`src/rtl/sdram_seq_pkg.sv`:
```
package sdram_seq_pkg;

    // Active-low {CS, RAS, CAS, WE}
    typedef enum logic [3:0] {
        CMD_NOP  = 4'b0111,
        CMD_ACT  = 4'b0011,
        CMD_RD   = 4'b0101,
        CMD_WR   = 4'b0100,
        CMD_PALL = 4'b0010,
        CMD_REF  = 4'b0001
    } sdram_cmd_t;

    typedef enum logic [3:0] {
        S_IDLE,
        S_ACT,
        S_RCD,
        S_COL,
        S_RWL,
        S_PALL,
        S_RP,
        S_RF_PALL,
        S_RF_RP,
        S_RF_AREF,
        S_RF_REC
    } seq_state_t;

    localparam int A10_BIT = 10;

endpackage

```
`src/rtl/sdram_rfsh_timer.sv`:
```
module sdram_rfsh_timer #(
    parameter int CNT_W = 16
) (
    input  logic             clk,
    input  logic             rst_n,
    input  logic             en,
    input  logic [CNT_W-1:0] reload,
    input  logic             clr,
    output logic             pend
);

    logic [CNT_W-1:0] cnt;
    logic             expire;

    assign expire = en && (cnt == '0);

    always_ff @(posedge clk) begin
        if (!rst_n) begin
            cnt  <= '0;
            pend <= 1'b0;
        end else begin
            if (!en || expire) cnt <= reload;
            else               cnt <= cnt - 1'b1;

            if (expire)   pend <= 1'b1;
            else if (clr) pend <= 1'b0;
        end
    end

    AST_EXPIRE_SETS_PEND: assert property (@(posedge clk) disable iff (!rst_n)
        expire |=> pend);
    AST_EXPIRE_RELOADS: assert property (@(posedge clk) disable iff (!rst_n)
        expire |=> (cnt == $past(reload)));
    AST_PEND_STICKY: assert property (@(posedge clk) disable iff (!rst_n)
        (pend && !clr) |=> pend);

endmodule

```
`src/rtl/sdram_cmd_fsm.sv`:
```
module sdram_cmd_fsm
    import sdram_seq_pkg::*;
#(
    parameter int ROW_W      = 13,
    parameter int COL_W      = 9,
    parameter int ADDR_W     = 13,
    parameter int MAX_BEATS  = 4,
    parameter int PORT_BYTES = 4,
    parameter int SIZE_W     = 5,
    parameter int DLY_W      = 4
) (
    input  logic                       clk,
    input  logic                       rst_n,
    input  logic                       rfsh_pend,
    output logic                       rfsh_start,
    input  logic                       req_valid,
    input  logic                       req_write,
    input  logic [ROW_W-1:0]           req_row,
    input  logic [MAX_BEATS*COL_W-1:0] req_cols,
    input  logic [SIZE_W-1:0]          req_size,
    input  logic [DLY_W-1:0]           t_rcd,
    input  logic [DLY_W-1:0]           t_rwl,
    input  logic [DLY_W-1:0]           t_rp,
    input  logic [DLY_W-1:0]           t_rfc,
    output logic                       req_ready,
    output logic [3:0]                 cmd_n,
    output logic [ADDR_W-1:0]          addr
);

    localparam int BEAT_W = (MAX_BEATS > 1) ? $clog2(MAX_BEATS) : 1;
    localparam int PB_SH  = $clog2(PORT_BYTES);

    seq_state_t                 state;
    logic [DLY_W-1:0]           cnt;
    logic [BEAT_W-1:0]          beat;
    logic [BEAT_W-1:0]          last_beat;
    logic                       wr_q;
    logic [ROW_W-1:0]           row_q;
    logic [MAX_BEATS*COL_W-1:0] cols_q;
    logic [SIZE_W-1:0]          beats_in;
    logic [COL_W-1:0]           col_now;
    sdram_cmd_t                 cmd;
    logic                       wait_done;

    assign beats_in  = req_size >> PB_SH;
    assign col_now   = cols_q[beat*COL_W +: COL_W];
    assign wait_done = (cnt <= DLY_W'(1));

    // State register and sequencing counters
    always_ff @(posedge clk) begin
        if (!rst_n) begin
            state     <= S_IDLE;
            cnt       <= '0;
            beat      <= '0;
            last_beat <= '0;
            wr_q      <= 1'b0;
            row_q     <= '0;
            cols_q    <= '0;
        end else begin
            unique case (state)
                S_IDLE: begin
                    if (rfsh_pend) begin
                        state <= S_RF_PALL;
                    end else if (req_valid) begin
                        wr_q      <= req_write;
                        row_q     <= req_row;
                        cols_q    <= req_cols;
                        last_beat <= BEAT_W'(beats_in - 1'b1);
                        state     <= S_ACT;
                    end
                end
                S_ACT: begin
                    beat  <= '0;
                    cnt   <= t_rcd;
                    state <= (t_rcd == '0) ? S_COL : S_RCD;
                end
                S_RCD: begin
                    if (wait_done) state <= S_COL;
                    else           cnt   <= cnt - 1'b1;
                end
                S_COL: begin
                    if (beat == last_beat) begin
                        if (wr_q && (t_rwl != '0)) begin
                            cnt   <= t_rwl;
                            state <= S_RWL;
                        end else begin
                            state <= S_PALL;
                        end
                    end else begin
                        beat <= beat + 1'b1;
                    end
                end
                S_RWL: begin
                    if (wait_done) state <= S_PALL;
                    else           cnt   <= cnt - 1'b1;
                end
                S_PALL: begin
                    cnt   <= t_rp;
                    state <= (t_rp == '0) ? S_IDLE : S_RP;
                end
                S_RP: begin
                    if (wait_done) state <= S_IDLE;
                    else           cnt   <= cnt - 1'b1;
                end
                S_RF_PALL: begin
                    cnt   <= t_rp;
                    state <= (t_rp == '0) ? S_RF_AREF : S_RF_RP;
                end
                S_RF_RP: begin
                    if (wait_done) state <= S_RF_AREF;
                    else           cnt   <= cnt - 1'b1;
                end
                S_RF_AREF: begin
                    cnt   <= t_rfc;
                    state <= (t_rfc == '0) ? S_IDLE : S_RF_REC;
                end
                S_RF_REC: begin
                    if (wait_done) state <= S_IDLE;
                    else           cnt   <= cnt - 1'b1;
                end
                default: state <= S_IDLE;
            endcase
        end
    end

    // Command and address outputs
    always_comb begin
        cmd  = CMD_NOP;
        addr = '0;
        unique case (state)
            S_ACT: begin
                cmd  = CMD_ACT;
                addr = ADDR_W'(row_q);
            end
            S_COL: begin
                cmd  = wr_q ? CMD_WR : CMD_RD;
                addr = ADDR_W'(col_now);
            end
            S_PALL, S_RF_PALL: begin
                cmd           = CMD_PALL;
                addr[A10_BIT] = 1'b1;
            end
            S_RF_AREF: cmd = CMD_REF;
            default: ;
        endcase
    end

    assign cmd_n      = cmd;
    assign req_ready  = (state == S_IDLE) && !rfsh_pend;
    assign rfsh_start = (state == S_RF_PALL);

    AST_PALL_A10_HIGH: assert property (@(posedge clk) disable iff (!rst_n)
        (cmd_n == CMD_PALL) |-> addr[A10_BIT]);
    AST_ACT_AFTER_ACCEPT: assert property (@(posedge clk) disable iff (!rst_n)
        (cmd_n == CMD_ACT) |-> $past(req_valid && req_ready));
    AST_RFSH_FROM_IDLE: assert property (@(posedge clk) disable iff (!rst_n)
        (state == S_RF_PALL) |-> ($past(state) == S_IDLE));
    AST_READY_QUIET: assert property (@(posedge clk) disable iff (!rst_n)
        req_ready |-> (cmd_n == CMD_NOP));
    AST_REF_AFTER_PALL: assert property (@(posedge clk) disable iff (!rst_n)
        $rose(state == S_RF_AREF) |-> ($past(state) inside {S_RF_PALL, S_RF_RP}));

endmodule

```
`src/rtl/sdram_seq_top.sv`:
```
module sdram_seq_top #(
    parameter int ROW_W      = 13,
    parameter int COL_W      = 9,
    parameter int ADDR_W     = 13,
    parameter int MAX_BEATS  = 4,
    parameter int PORT_BYTES = 4,
    parameter int RFSH_W     = 16,
    parameter int DLY_W      = 4,
    localparam int SIZE_W    = $clog2(MAX_BEATS*PORT_BYTES + 1)
) (
    input  logic                       clk,
    input  logic                       rst_n,
    input  logic                       rfsh_en,
    input  logic [RFSH_W-1:0]          rfsh_reload,
    input  logic [DLY_W-1:0]           t_rcd,
    input  logic [DLY_W-1:0]           t_rwl,
    input  logic [DLY_W-1:0]           t_rp,
    input  logic [DLY_W-1:0]           t_rfc,
    input  logic                       req_valid,
    input  logic                       req_write,
    input  logic [ROW_W-1:0]           req_row,
    input  logic [MAX_BEATS*COL_W-1:0] req_cols,
    input  logic [SIZE_W-1:0]          req_size,
    output logic                       req_ready,
    output logic [3:0]                 cmd_n,
    output logic [ADDR_W-1:0]          addr
);

    logic rfsh_pend;
    logic rfsh_start;

    sdram_rfsh_timer #(.CNT_W(RFSH_W)) u_timer (
        .clk    (clk),
        .rst_n  (rst_n),
        .en     (rfsh_en),
        .reload (rfsh_reload),
        .clr    (rfsh_start),
        .pend   (rfsh_pend)
    );

    sdram_cmd_fsm #(
        .ROW_W      (ROW_W),
        .COL_W      (COL_W),
        .ADDR_W     (ADDR_W),
        .MAX_BEATS  (MAX_BEATS),
        .PORT_BYTES (PORT_BYTES),
        .SIZE_W     (SIZE_W),
        .DLY_W      (DLY_W)
    ) u_fsm (
        .clk        (clk),
        .rst_n      (rst_n),
        .rfsh_pend  (rfsh_pend),
        .rfsh_start (rfsh_start),
        .req_valid  (req_valid),
        .req_write  (req_write),
        .req_row    (req_row),
        .req_cols   (req_cols),
        .req_size   (req_size),
        .t_rcd      (t_rcd),
        .t_rwl      (t_rwl),
        .t_rp       (t_rp),
        .t_rfc      (t_rfc),
        .req_ready  (req_ready),
        .cmd_n      (cmd_n),
        .addr       (addr)
    );

endmodule

```
`config.mk`:
```
export PLATFORM = sky130hd
export DESIGN_NAME = sdram_seq_top
export DESIGN_NICKNAME = d
export VERILOG_FILES = /design/src/rtl/sdram_seq_pkg.sv /design/src/rtl/sdram_rfsh_timer.sv /design/src/rtl/sdram_cmd_fsm.sv /design/src/rtl/sdram_seq_top.sv
export SDC_FILE = /design/constraint.sdc
export NUM_CORES = 1
export LEC_CHECK = 0
export BUFFER_PORTS_ARGS = -buffer_cell sky130_fd_sc_hd__buf_4
export CORE_UTILIZATION = 53
export CTS_CLUSTER_SIZE = 30
export DETAILED_ROUTE_END_ITERATION = 10
export GPL_TIMING_DRIVEN = 0
export HOLD_SLACK_MARGIN = 0.05
export PLACE_DENSITY = 0.85
export SLEW_MARGIN = 0
export SYNTH_ARGS = -nofsm -noshare
export SYNTH_HDL_FRONTEND = slang
export SYNTH_SLANG_ARGS = --single-unit
```
`constraint.sdc`:
```
create_clock -name clk -period 2.35 [get_ports clk]
set_input_delay 0.235 -clock clk [delete_from_list [all_inputs] [get_ports clk]]
set_output_delay 0.235 -clock clk [all_outputs]
set_load 0.02 [all_outputs]
```
==> metrics.md <==
| Metric | Value |
|---|---|
| Outcome | finished clean |
| Multi-input gate area | about 2200 sq um |
| Initial antenna violation count | 0 |
| Final TNS setup | 0 ns |
| P_sw | 0.00193 W |
| Initial DRC count | 204 |
| RSZ-0062 raised after global routing | false |
| Comb power frac | 41.4% |
| Fin. max-slew vios | 0 |
| Post-synth EDFFs | 0 |
| Num Clock Sinks | 79 |
| Top delay family on crit path | multiplexers |
| IR drop worst, VDD | 0.532 mV |
| Mean post-synth cell area | between 8 and 9 sq um |
| Most frequent cells in the layout | nand2_1 (117), buf_4 (107), dfxtp_1 (79) |
| Starting density of the core | a little over half |
| First-pass GRT wire length | 17500 um |
| Clock latency on the worst-skew pair | 0.37 ns |
| Htree depth | 3 |
| CP Data Arrival Time | approximately 2 ns |
| Max incr delay on CP | between 0.5 and 0.6 ns |
| Final Hold Slack | a little under 0.07 ns |
| Clock transition at the registers of the reported paths | roughly 0.090 ns |
| Syn_nets | 585 |
| Max Freq | approximately 0.45 GHz |
| # nets final | ~700 |
| Hold Buf Count CTS | 0 |
| Num CTS Buffers | 9 |
| Flop pwr share | roughly a third |
| Static leakage | ~2 nW |
| Post-synthesis cell count | 490 |
| CTS tree | done |
| Reg area | between 1500 and 2000 sq um |
| Dpl cells | slightly below 700 |
| Layout area overhead | 29.7% |
| Number of global-route vias before repair | 3768 |
| Crit share post-route | 95.0% |
| Relative slew slack | 57.5% |
| Worst Path Max Fanout | 10 |
| RePlAce Congestion | between 0.9 and 1 |
| Power Density | roughly 1000 nW/um^2 |
| Min-delay worst type | in2reg |
| Sw Ratio | between 30% and 40% |
| Max_cap viols | 0 |
| Synth unique cells | 55 |
| Final Hold Vio Count | 0 |
| Finished Layout Cells | 711 |
| Routed WL | 11600 um |
| Pint | just over 0.003 W |
| Die boundary height | just under 90 um |
| CP required | between 2 and 2.5 ns |
| Layout cells sized above 1 | approximately a quarter |
| Final setup viols | 0 |
| CTS max path bufs | 2 |
| Worst path most repeated cell | buf_4 |
| GR Util All Layers | 30.0% |
| Crit-path slowest cell | mux4_2 |
| Skew final | 0.00939 ns |
| Main synth FF type | dfxtp_1 |
| Worst setup EP type | output pin |
| CP Launch Type | flip-flop |
| Routed vias/inst | about 5.7 |
| Post-route ant nets | 0 |
| Sequential share of the synthesized area | ~40% |
| Area of the mapped netlist | approximately 4000 sq um |
| Root buf cell | clkbuf_8 |
| Pwr Total | approximately 0.0050 W |
| Commonest non-fill, non-tap cell in the layout | nand2_1 |
| Routed WL per cell | between 15 and 20 um |
| IO Pins | 109 |
| IO Port Bufs | about 100 |
| YS warnings | 0 |
| N_diodes | 0 |
| 1st-pass router iterations | 5 |
| Total number of vias | between 4000 and 5000 |
| Crit path time final | 2.23 ns |
| Die ar. | slightly below 8000 sq um |
| Worst path buffer plus inverter count | 2 |
| GRT overflow | 0 |
| Crit-path cells | buf_4 > mux4_2 > a22o_1 > buf_4 |
| Ys async rst share | 0% |
| Tightest Pin Transition | approximately 0.63 ns |
| WS Path Type | reg2out |
| Die Span X | around 89 um |
| Number of fill cells | between 600 and 700 |
| Hpwl dp | 8360 um |
| Largest net degree at the start of global routing | 17 |
| Row count | 31 |
| Core area | slightly above 7000 sq um |
| FF+latch count, synth | 79 |
| Clk pwr share | a little under a quarter |
| Number of remaining DRC errors | 0 |
-- registers in the layout, summed over array words and instances (netlist names) --
| signal | cells |
|---|---|
| u_fsm.beat | 2 |
| u_fsm.cnt | 4 |
| u_fsm.cols_q | 36 |
| u_fsm.last_beat | 2 |
| u_fsm.row_q | 13 |
| u_fsm.state | 4 |
| u_fsm.wr_q | 1 |
| u_timer.cnt | 16 |
| u_timer.pend | 1 |
-- power groups by stage --
stage	Clock [W]	Sequential, W	Combinational, W
floorplan	0	0.00173	0.00144
global placement	0	0.00176	0.00198
detailed placement	0	0.00178	0.00201
CTS	0.00120	0.00175	0.00204
global route	0.00125	0.00178	0.00226
finish	0.00118	0.00176	0.00208
-- cell type report --
type | count | share of cell area [%]
Timing Repair Buffer | 106 | 15.7
Buffer | 36 | 3.89
Inverter | 10 | 0.729
Multi-Input combinational cell | 365 | 42.1
Clock inverter | 7 | 2.11
Clock buffer | 9 | 2.40
Sequential cell | 79 | 30.7
Tap cell | 99 | 2.40
-- cells in the mapped netlist, types with 3 or more instances --
| cell type | instances | share of area, % |
|---|---|---|
| o221a_2 | 3 | 0.85 |
| mux2i_1 | 4 | 1.0 |
| a31oi_1 | 3 | 0.47 |
| xor2_1 | 5 | 1.1 |
| buf_2 | 6 | 0.76 |
| a211oi_1 | 6 | 1.1 |
| nor2_1 | 28 | 2.6 |
| nor3_1 | 7 | 0.88 |
| nor4_1 | 7 | 1.1 |
| a22o_1 | 9 | 2.0 |
| dfxtp_1 | 79 | 40 |
| nand3_1 | 5 | 0.63 |
| o21ai_0 | 20 | 2.5 |
| nand2_1 | 117 | 11 |
| inv_1 | 9 | 0.85 |
| and2_1 | 5 | 0.79 |
| xnor2_1 | 13 | 2.9 |
| mux4_2 | 9 | 5.1 |
| a22oi_1 | 4 | 0.76 |
| buf_6 | 6 | 1.7 |
| clkbuf_1 | 22 | 2.1 |
| or3_1 | 3 | 0.47 |
| a21oi_1 | 70 | 8.8 |
| ha_1 | 4 | 1.3 |
| and3_1 | 3 | 0.47 |
-- worst reg2reg max path, cell delays in order, from the launching register on --
cell and delay, ns:
dfxtp_1 0.32, buf_6 0.13, or3_1 0.35, buf_2 0.17, nor3_2 0.25, nand2_1 0.23
clkbuf_1 0.29, nand2_1 0.15, a21oi_1 0.09
-- path summary, 6_finish.rpt --
kind | slack, ns | from | depth (start not counted) | endpoint
setup / recovery | 0.12 | u_fsm.beat[0] | 4 | addr[3]
hold / removal | 0.07 | req_size[2] | 2 | u_fsm.last_beat[0]
setup reg to reg | 0.24 | u_fsm.state[1] | 8 | u_fsm.cols_q[23]
hold reg to reg | 0.45 | u_fsm.row_q[11] | 2 | u_fsm.row_q[11]
-- stage by stage --
stage / setup slack, ns / utilization, % / area, sq um
2_1_floorplan: 0.410 / - / 3970
3_3_place_gp: 0.122 / 67.2 / 4880
3_5_place_dp: 0.115 / 67.2 / 4880
4_1_cts: 0.0768 / 70.7 / 5120
5_1_grt: 0.00327 / 71.0 / 5150
6_report: 0.118 / 71.0 / 5150
-- per-layer routing --
layer  GRT usage (%)  up-vias  routed length [um]
li1                -     1958                   -
met2            50.9      205                5670
met4            15.7        0                 525
met3            7.37       39                 888
met1            35.0     1866                4520
met5               0        -                   0
-- kinds of logic (layout without fill, tap and decap cells) --
kind of cell | count (synthesis) | after routing | synth area share (%)
flops | 79 | 79 | 39.8
simple gates | 192 | 192 | 21.7
mux | 13 | 13 | 6.11
compound gates | 137 | 137 | 21.3
xor+xnor | 18 | 18 | 3.97
fa+ha+maj | 4 | 4 | 1.26
buf+inv | 46 | 168 | 5.76
other cells | 1 | 1 | 0.0944
-- timing repair --
item | CTS | global route
endpoints found under the hold margin | 0 | 0
gates cloned | 0 | 0
buffers inserted | 0 | 2
resized for setup | 7 | 1
pin swaps | 0 | 1
setup endpoints to repair | 11 | 9
(Power assumes the default switching activity.)
